`config.mk`:
```
export PLATFORM = sky130hd
export DESIGN_NAME = gain_serial_ctrl
export DESIGN_NICKNAME = d
export VERILOG_FILES = /design/src/rtl/gain_ser_pkg.sv /design/src/rtl/gain_ser_sync.sv /design/src/rtl/gain_ser_fsm.sv /design/src/rtl/gain_ser_reg.sv /design/src/rtl/gain_serial_ctrl.sv
export SDC_FILE = /design/constraint.sdc
export NUM_CORES = 1
export LEC_CHECK = 0
export BUFFER_PORTS_ARGS = -buffer_cell sky130_fd_sc_hd__buf_2
export CORE_MARGIN = 3
export CORE_UTILIZATION = 40
export CTS_BUF_LIST = sky130_fd_sc_hd__clkbuf_4 sky130_fd_sc_hd__clkbuf_8 sky130_fd_sc_hd__clkbuf_16
export DETAILED_ROUTE_END_ITERATION = 8
export MAX_ROUTING_LAYER = met4
export PLACE_DENSITY = 0.63
export REMOVE_ABC_BUFFERS = 1
export SLEW_MARGIN = 20
export SYNTH_ARGS = -nofsm -noshare
export SYNTH_HDL_FRONTEND = slang
export SYNTH_SLANG_ARGS = --single-unit
```
`constraint.sdc`:
```
create_clock -name clk -period 2.05 [get_ports clk]
set_input_delay 0.1025 -clock clk [delete_from_list [all_inputs] [get_ports clk]]
set_output_delay 0.1025 -clock clk [all_outputs]
set_load 0.1 [all_outputs]
```
`src/rtl/gain_ser_pkg.sv`:
```
package gain_ser_pkg;

    localparam int GAIN_W = 6;
    localparam int STEPS  = 42;
    localparam int MIN_DB = -9;
    localparam int DB_W   = GAIN_W + 1;
    localparam int CNT_W  = $clog2(GAIN_W);

    localparam logic [GAIN_W-1:0] MAX_CODE = GAIN_W'(STEPS - 1);

    typedef enum logic [2:0] {
        ST_IDLE,
        ST_MODE,
        ST_SKIP,
        ST_WR_BITS,
        ST_WR_FULL,
        ST_RD_BITS,
        ST_DISCARD
    } ser_state_e;

    function automatic logic [GAIN_W-1:0] clamp_code(input logic [GAIN_W-1:0] c);
        return (c > MAX_CODE) ? MAX_CODE : c;
    endfunction

    function automatic logic signed [DB_W-1:0] code_to_db(input logic [GAIN_W-1:0] c);
        return signed'(DB_W'({1'b0, c}) + DB_W'(MIN_DB));
    endfunction

endpackage

```
`src/rtl/gain_ser_sync.sv`:
```
module gain_ser_sync #(
    parameter int              STAGES  = 2,
    parameter int              N       = 3,
    parameter logic [N-1:0]    RST_VAL = '0
) (
    input  logic         clk,
    input  logic         rst_n,
    input  logic [N-1:0] async_in,
    output logic [N-1:0] level,
    output logic [N-1:0] rise,
    output logic [N-1:0] fall
);

    generate
        for (genvar g = 0; g < N; g++) begin : g_bit
            logic [STAGES-1:0] chain;
            logic              prev;

            always_ff @(posedge clk or negedge rst_n) begin
                if (!rst_n) begin
                    chain <= {STAGES{RST_VAL[g]}};
                    prev  <= RST_VAL[g];
                end else begin
                    chain <= {chain[STAGES-2:0], async_in[g]};
                    prev  <= chain[STAGES-1];
                end
            end

            assign level[g] = chain[STAGES-1];
            assign rise[g]  = chain[STAGES-1] & ~prev;
            assign fall[g]  = ~chain[STAGES-1] & prev;
        end
    endgenerate

endmodule

```
`src/rtl/gain_ser_fsm.sv`:
```
module gain_ser_fsm
    import gain_ser_pkg::*;
(
    input  logic              clk,
    input  logic              rst_n,
    input  logic              sclk_rise,
    input  logic              sclk_fall,
    input  logic              latch_rise,
    input  logic              latch_fall,
    input  logic              sdi,
    input  logic [GAIN_W-1:0] rd_word,
    output logic              dout,
    output logic              dout_en,
    output logic              commit,
    output logic [GAIN_W-1:0] commit_word
);

    localparam logic [CNT_W-1:0] LAST_BIT = CNT_W'(GAIN_W - 1);

    ser_state_e        state, state_n;
    logic              rd_sel;
    logic [CNT_W-1:0]  bit_cnt;
    logic [GAIN_W-1:0] shreg;
    logic              dout_q;

    // state register
    always_ff @(posedge clk or negedge rst_n) begin
        if (!rst_n) state <= ST_IDLE;
        else        state <= state_n;
    end

    // next-state logic; a closing latch has priority over serial edges
    always_comb begin
        state_n = state;
        if (state != ST_IDLE && latch_rise) begin
            state_n = ST_IDLE;
        end else begin
            unique case (state)
                ST_IDLE:    if (latch_fall) state_n = ST_MODE;
                ST_MODE:    if (sclk_rise)  state_n = ST_SKIP;
                ST_SKIP:    if (sclk_rise)  state_n = rd_sel ? ST_RD_BITS : ST_WR_BITS;
                ST_WR_BITS: if (sclk_rise && bit_cnt == LAST_BIT) state_n = ST_WR_FULL;
                ST_WR_FULL: if (sclk_rise)  state_n = ST_DISCARD;
                ST_RD_BITS: if (sclk_rise && bit_cnt == LAST_BIT) state_n = ST_DISCARD;
                ST_DISCARD: state_n = ST_DISCARD;
                default:    state_n = ST_IDLE;
            endcase
        end
    end

    // datapath and outputs
    always_ff @(posedge clk or negedge rst_n) begin
        if (!rst_n) begin
            rd_sel      <= 1'b0;
            bit_cnt     <= '0;
            shreg       <= '0;
            dout_q      <= 1'b0;
            commit      <= 1'b0;
            commit_word <= '0;
        end else begin
            commit <= 1'b0;
            if (latch_rise && state == ST_WR_FULL) begin
                commit      <= 1'b1;
                commit_word <= shreg;
            end
            unique case (state)
                ST_MODE: begin
                    if (sclk_rise) rd_sel <= sdi;
                end
                ST_SKIP: begin
                    if (sclk_rise) begin
                        bit_cnt <= '0;
                        shreg   <= rd_sel ? rd_word : '0;
                    end
                end
                ST_WR_BITS: begin
                    if (sclk_rise) begin
                        shreg   <= {sdi, shreg[GAIN_W-1:1]};
                        bit_cnt <= bit_cnt + 1'b1;
                    end
                end
                ST_RD_BITS: begin
                    if (sclk_fall) begin
                        dout_q <= shreg[0];
                        shreg  <= {1'b0, shreg[GAIN_W-1:1]};
                    end
                    if (sclk_rise) bit_cnt <= bit_cnt + 1'b1;
                end
                default: ;
            endcase
            if (state_n != ST_RD_BITS) dout_q <= 1'b0;
        end
    end

    assign dout    = dout_q;
    assign dout_en = (state != ST_IDLE);

    AST_IDLE_DOUT_LOW: assert property (@(posedge clk) disable iff (!rst_n)
        (state == ST_IDLE) |-> !dout);
    AST_COMMIT_ON_LATCH: assert property (@(posedge clk) disable iff (!rst_n)
        commit |-> $past(latch_rise));
    AST_DOUT_IN_READ: assert property (@(posedge clk) disable iff (!rst_n)
        dout |-> (state == ST_RD_BITS || $past(state) == ST_RD_BITS));

endmodule

```
`src/rtl/gain_ser_reg.sv`:
```
module gain_ser_reg
    import gain_ser_pkg::*;
(
    input  logic                     clk,
    input  logic                     rst_n,
    input  logic                     commit,
    input  logic [GAIN_W-1:0]        word,
    output logic [GAIN_W-1:0]        code,
    output logic signed [DB_W-1:0]   db
);

    always_ff @(posedge clk or negedge rst_n) begin
        if (!rst_n) begin
            code <= '0;
            db   <= DB_W'(MIN_DB);
        end else if (commit) begin
            code <= clamp_code(word);
            db   <= code_to_db(clamp_code(word));
        end
    end

    AST_CODE_RANGE: assert property (@(posedge clk) disable iff (!rst_n)
        code <= MAX_CODE);
    AST_CODE_STABLE: assert property (@(posedge clk) disable iff (!rst_n)
        !commit |=> $stable(code));
    AST_DB_MATCH: assert property (@(posedge clk) disable iff (!rst_n)
        db == signed'(DB_W'({1'b0, code}) + DB_W'(MIN_DB)));

endmodule

```
`src/rtl/gain_serial_ctrl.sv`:
```
module gain_serial_ctrl
    import gain_ser_pkg::*;
#(
    parameter int SYNC_STAGES = 2
) (
    input  logic                    clk,
    input  logic                    rst_n,
    input  logic                    ser_clk,
    input  logic                    ser_latch_n,
    input  logic                    ser_din,
    output logic                    ser_dout,
    output logic                    ser_dout_en,
    output logic [GAIN_W-1:0]       gain_code,
    output logic signed [DB_W-1:0]  gain_db
);

    localparam int IDX_CLK = 0;
    localparam int IDX_LAT = 1;
    localparam int IDX_DIN = 2;

    logic [2:0]        s_lvl, s_rise, s_fall;
    logic              commit;
    logic [GAIN_W-1:0] commit_word;
    logic              unused_sync;

    gain_ser_sync #(
        .STAGES  (SYNC_STAGES),
        .N       (3),
        .RST_VAL (3'b010)
    ) u_sync (
        .clk      (clk),
        .rst_n    (rst_n),
        .async_in ({ser_din, ser_latch_n, ser_clk}),
        .level    (s_lvl),
        .rise     (s_rise),
        .fall     (s_fall)
    );

    assign unused_sync = &{1'b0, s_lvl[IDX_CLK], s_lvl[IDX_LAT],
                           s_rise[IDX_DIN], s_fall[IDX_DIN]};

    gain_ser_fsm u_fsm (
        .clk         (clk),
        .rst_n       (rst_n),
        .sclk_rise   (s_rise[IDX_CLK]),
        .sclk_fall   (s_fall[IDX_CLK]),
        .latch_rise  (s_rise[IDX_LAT]),
        .latch_fall  (s_fall[IDX_LAT]),
        .sdi         (s_lvl[IDX_DIN]),
        .rd_word     (gain_code),
        .dout        (ser_dout),
        .dout_en     (ser_dout_en),
        .commit      (commit),
        .commit_word (commit_word)
    );

    gain_ser_reg u_reg (
        .clk    (clk),
        .rst_n  (rst_n),
        .commit (commit),
        .word   (commit_word),
        .code   (gain_code),
        .db     (gain_db)
    );

endmodule

```
* Yosys cells after proc, flatten, opt, wreduce, memory -nomap -nowiden
Cells that the tools add are included.
** Operators by class
- $add $sub $neg :: 2
- Order comparisons :: 1
- Equal/unequal tests :: 12
- Multiplexer cells :: 22
- Bitwise gates (word level) :: 8
- Reductions and logical operators :: 14
** Operators by type and width (count)
- $mux 3 :: 10
- $mux 6 :: 5
- $pmux 3 s7 :: 1
- $pmux 6 s3 :: 1
- $eq 3x3->1 const B :: 4
- $ne 2x1->1 const B :: 4
- $add 6x7->7 const B :: 1
- $eq 3x2->1 const B :: 2
- $gt 6x6->1 const B :: 1
- $pmux 3 s2 :: 1
- $reduce_bool 2->1 :: 3
- $reduce_bool 3->1 :: 2
- $and 1x1->1 :: 4
- $mux 1 :: 4
- $not 1->1 :: 4
- $reduce_and 2->1 :: 2
- $reduce_and 4->1 :: 1
- $add 3x1->3 const B :: 1
- $eq 3x1->1 const B :: 1
- $logic_and 1x1->1 :: 3
- $logic_not 3->1 :: 1
- $ne 3x3->1 const B :: 1
- $reduce_and 3->1 :: 1
- $reduce_or 2->1 :: 1
** Word-level totals
- Register bits :: 42
- Bits of input ports :: 5
- Word-level logic and storage cells :: 73

* Depth between registers and ports, before layout
- Word-level depth :: 9
- Depth in mapped cells :: 8
- Mapped depth without buffers :: 7

* Modules after synthesis
Synthesis repeated with hierarchy kept, for this count alone.
** Second synthesis, totals
- Cells, all modules :: 217
- Area, all modules :: 2220.9 sq um
** By module, submodules not included
- gain_ser_fsm :: instances 1, cells each 131, area each 1275.0 sq um, seq. area each 525.5 sq um
- gain_ser_reg :: instances 1, cells each 68, area each 656.9 sq um, seq. area each 332.8 sq um
- gain_ser_sync :: instances 1, cells each 18, area each 289.0 sq um, seq. area each 229.0 sq um

* Worst setup path after synthesis
No wires, ideal clock.
- Path type :: register -> register
- From :: register u_fsm.commit_word[3]
- To :: register u_reg.db[4]
- Setup time :: 0.096 ns
- Arrival :: 1.745 ns
- Required time :: 1.954 ns
- Slack :: 0.209 ns
- Stages on the path, launching flop included :: 9
- Buffers on the path :: 1
- Path through :: dfrtp_1 > clkbuf_1 > o21a_1 > o21ai_1 > nor2b_1 > ha_1 > o21ai_0 > and3b_1 > o32ai_1
** Between the ends
- Cells in the longest elaborated chain, start to end :: 3
** Ends and longest elaborated chain
- start: declaration :: RTL line gain_ser_fsm.sv:15 : output logic [GAIN_W-1:0] commit_word
- start signal: assignment :: RTL line gain_ser_fsm.sv:64 : commit_word <= shreg;
- $gt 6x6->1 :: RTL line gain_ser_pkg.sv:22 : return (c > MAX_CODE) ? MAX_CODE : c;
- $mux 6 * :: RTL line gain_ser_pkg.sv:22
- $add 6x7->7 * :: RTL line gain_ser_pkg.sv:26 : return signed'(DB_W'({1'b0, c}) + DB_W'(MIN_DB));
- end signal: assignment :: RTL line gain_ser_reg.sv:15 : db <= DB_W'(MIN_DB);
- end signal: assignment :: RTL line gain_ser_reg.sv:18 : db <= code_to_db(clamp_code(word));
- end: declaration :: RTL line gain_ser_reg.sv:9 : output logic signed [DB_W-1:0] db
Mark *: on every way between the ends. The rest lies on a longest branch, timed or not.
A chain may end at the register's enable or synchronous reset.

* Worst setup path in the final report
- From :: register u_fsm.commit_word[1]
- To :: register u_reg.db[4]
Same word-level chain as after synthesis.

==> impl_metrics.env <==
export IMPL_p_sw_uw=1380
export IMPL_ys_warn_count=0
export IMPL_tightest_slew_ns=0.561
export IMPL_grt_pass1_wl_um=7360
export IMPL_critPathLaunch="u_fsm.commit_word[1]"
export IMPL_rows=25
export IMPL_critical_path_class="register to register"
export IMPL_outcome="complete, no violations"
export IMPL_clock_sinks=42
export IMPL_cp_end_kind="register"
export IMPL_grt_pass1_vias=1479
export IMPL_gp_congestion=0.815
export IMPL_drtAntennaViolNets=0
export IMPL_synth_avg_cell_area_um2=10.1
export IMPL_die_w_um=78.0
export IMPL_max_clock_path_buffers=2
export IMPL_clkTransAtPathRegs_ns=0.08
export IMPL_rsz0062_at_grt="false"
export IMPL_final_max_slew_viol_count=0
export IMPL_grt_max_degree=26
export IMPL_ir_drop_v=0.000427
export IMPL_grt_use_total_pct=15.9
export IMPL_netlist_area_um2=2070
export IMPL_synth_main_ff_cell="dfrtp_1"
export IMPL_grt_overflow=0
export IMPL_ios=20
export IMPL_area_growth_pct=15.7
export IMPL_final_common_cell="dfrtp_1"
export IMPL_die_y_um=78.0
export IMPL_fin_nets=242
export IMPL_start_kind="register"
export IMPL_wl_um=4190
export IMPL_via_per_inst=5.15
export IMPL_reg2reg_slack_ns=0.19
export IMPL_seq_power_share_pct=39.8
export IMPL_hold_viol_final=0
export IMPL_synth_edff_count=0
export IMPL_start_util_pct=42.7
export IMPL_slew_headroom_pct=62.6
export IMPL_dieArea_um2=6080
export IMPL_fillers=468
export IMPL_core_area_um2=4850
export IMPL_max_freq_mhz=537
export IMPL_reg2reg_from="u_fsm.commit_word[1]"
export IMPL_cp_max_fo=5
export IMPL_wire_per_inst_um=13.9
export IMPL_hp_class="primary input to async pin"
export IMPL_multiInputGateArea_um2=896
export IMPL_n_antenna_cell=0
export IMPL_register_area_um2=1060
export IMPL_drtIter0Drc=78
export IMPL_io_buffers=19
export IMPL_h_tree_depth=2
export IMPL_finClkSkew_ns=0.00687
export IMPL_num_vias=1555
export IMPL_pwr_share_clk_pct=19.5
export IMPL_layout_common_cells="33 x dfrtp_1, 22 x nand2_1, 19 x buf_2"
export IMPL_antenna_found_initial=0
export IMPL_worstPathRequired_ns=2.25
export IMPL_cp_arrival_ns=2.06
export IMPL_tritoncts="done"
export IMPL_p_int_uw=1540
export IMPL_netlist_instances=206
export IMPL_cap_viol_max_count=0
export IMPL_hpwl_um=3000
export IMPL_dr_pass1_iters=4
export IMPL_setup_violations=0
export IMPL_combPwrFrac_pct=40.8
export IMPL_async_reset_ff_share_pct=100
export IMPL_clock_latency_ns=0.29
export IMPL_powerDensity_nw_per_um2=1220
export IMPL_p_leak_uw=0.00105
export IMPL_ys_seq_elements=42
export IMPL_drc=0
export IMPL_drive_gt1_share_pct=26.8
export IMPL_yosysSeqAreaShare_pct=51.3
export IMPL_switching_share_pct=47.3
export IMPL_post_route_period_util_pct=90.8
export IMPL_ctsRootBufferMaster="clkbuf_8"
export IMPL_min_period_ns=1.86
export IMPL_setup_tns_ns=0
export IMPL_whs_ns=0.326
export IMPL_synth_distinct_cells=48
export IMPL_cts_buffers=5
[cell usage after synthesis, types with 2 or more instances]
master	number	area share, %
nor4_1	2	0.60
o211ai_1	2	0.72
ha_1	3	1.8
dfstp_2	9	11
buf_2	2	0.48
a31oi_1	6	1.8
inv_1	13	2.4
nor2_1	11	2.0
a211oi_1	4	1.5
o22ai_1	2	0.60
nor3_1	6	1.5
o21ai_2	4	1.7
a21oi_1	18	4.4
dfrtp_1	33	40
xor2_1	3	1.3
mux2_2	6	3.3
buf_6	3	1.6
nand2b_1	5	1.5
clkbuf_1	6	1.1
mux2i_1	3	1.5
o21ai_1	3	0.72
nand2_1	22	4.0
nand3_1	4	0.97
o21ai_0	11	2.7
mux2_1	2	1.1
[stage by stage]
step	total power (µW)	cells	setup WS [ns]	util [%]	instance area (µm²)
2_1_floorplan	2100	194	0.245	-	2000
3_3_place_gp	2350	290	0.217	46.5	2250
3_5_place_dp	2370	290	0.143	46.5	2250
4_1_cts	2940	302	0.0804	49.3	2390
5_1_grt	3090	302	0.0158	49.4	2400
6_report	2930	302	0.188	49.4	2400
[flip-flops by register name (all words and copies together), names as in the netlist]
| signal | cells |
|---|---|
| u_sync.g_bit.chain | 6 |
| u_fsm.bit_cnt | 3 |
| u_reg.db | 7 |
| u_fsm.rd_sel | 1 |
| u_fsm.dout | 1 |
| u_fsm.shreg | 6 |
| u_fsm.commit_word | 6 |
| u_sync.g_bit.prev | 2 |
| u_reg.code | 6 |
| u_fsm.commit | 1 |
| u_fsm.state | 3 |
[final timing paths]
path	endpoint	cells past startpoint
worst max-delay path	u_reg.db[4]	7
worst min-delay path	u_reg.db[3]	2
worst max register to register	u_reg.db[4]	7
worst min register to register	u_sync.g_bit[2].chain[1]	0
max in group asynchronous	u_sync.g_bit[1].chain[0]	3
min in group clk	u_sync.g_bit[2].chain[1]	0
[routing by layer]
layer  global-route usage, %  routed length [µm]  vias up
met1                    21.9                2110      746
met2                    23.2                1890       21
met5                       -                   0        -
met4                    4.72                  59        0
met3                    3.94                 126        6
li1                        -                   -      782
[worst max-delay path, stage by stage (launching register included)]
cell,delay [ns]
dfrtp_1,0.44
o21a_1,0.21
o21ai_2,0.17
nor2b_2,0.19
ha_1,0.22
o21ai_0,0.09
and3b_1,0.17
o32ai_1,0.28
[power groups by stage]
stage	Clock [µW]	Sequential (µW)	Combinational (µW)
floorplan	0	1680	429
global placement	0	1170	1180
detailed placement	0	1180	1190
CTS	579	1160	1190
global route	631	1190	1270
finish	569	1160	1190
[repair_timing]
item                       CTS  global route
hold endpoints to repair    22             0
setup buffers                0             0
setup endpoints to repair    0             1
hold buffers                 4             0
gates resized for setup      0             2
[layout make-up]
cell class / count / share of cell area [%]
clock buffers: 6 / 3.45
clock inverters: 2 / 0.522
flip-flops and latches: 42 / 44.3
multi-input cells: 139 / 37.4
well taps: 67 / 3.50
repair buffers: 33 / 8.77
inverters: 13 / 2.04
[kinds of logic after synthesis]
family / after synthesis / share of synthesized area, %
AO/OA/AOI/OAI: 59 / 17.7
buffers and inverters: 25 / 5.74
multiplexers: 11 / 5.80
adder cells (fa/ha/maj): 3 / 1.81
flip-flops: 42 / 51.3
XOR/XNOR: 4 / 1.69
AND/OR/NAND/NOR: 62 / 16.0
(Power assumes the default switching activity.)
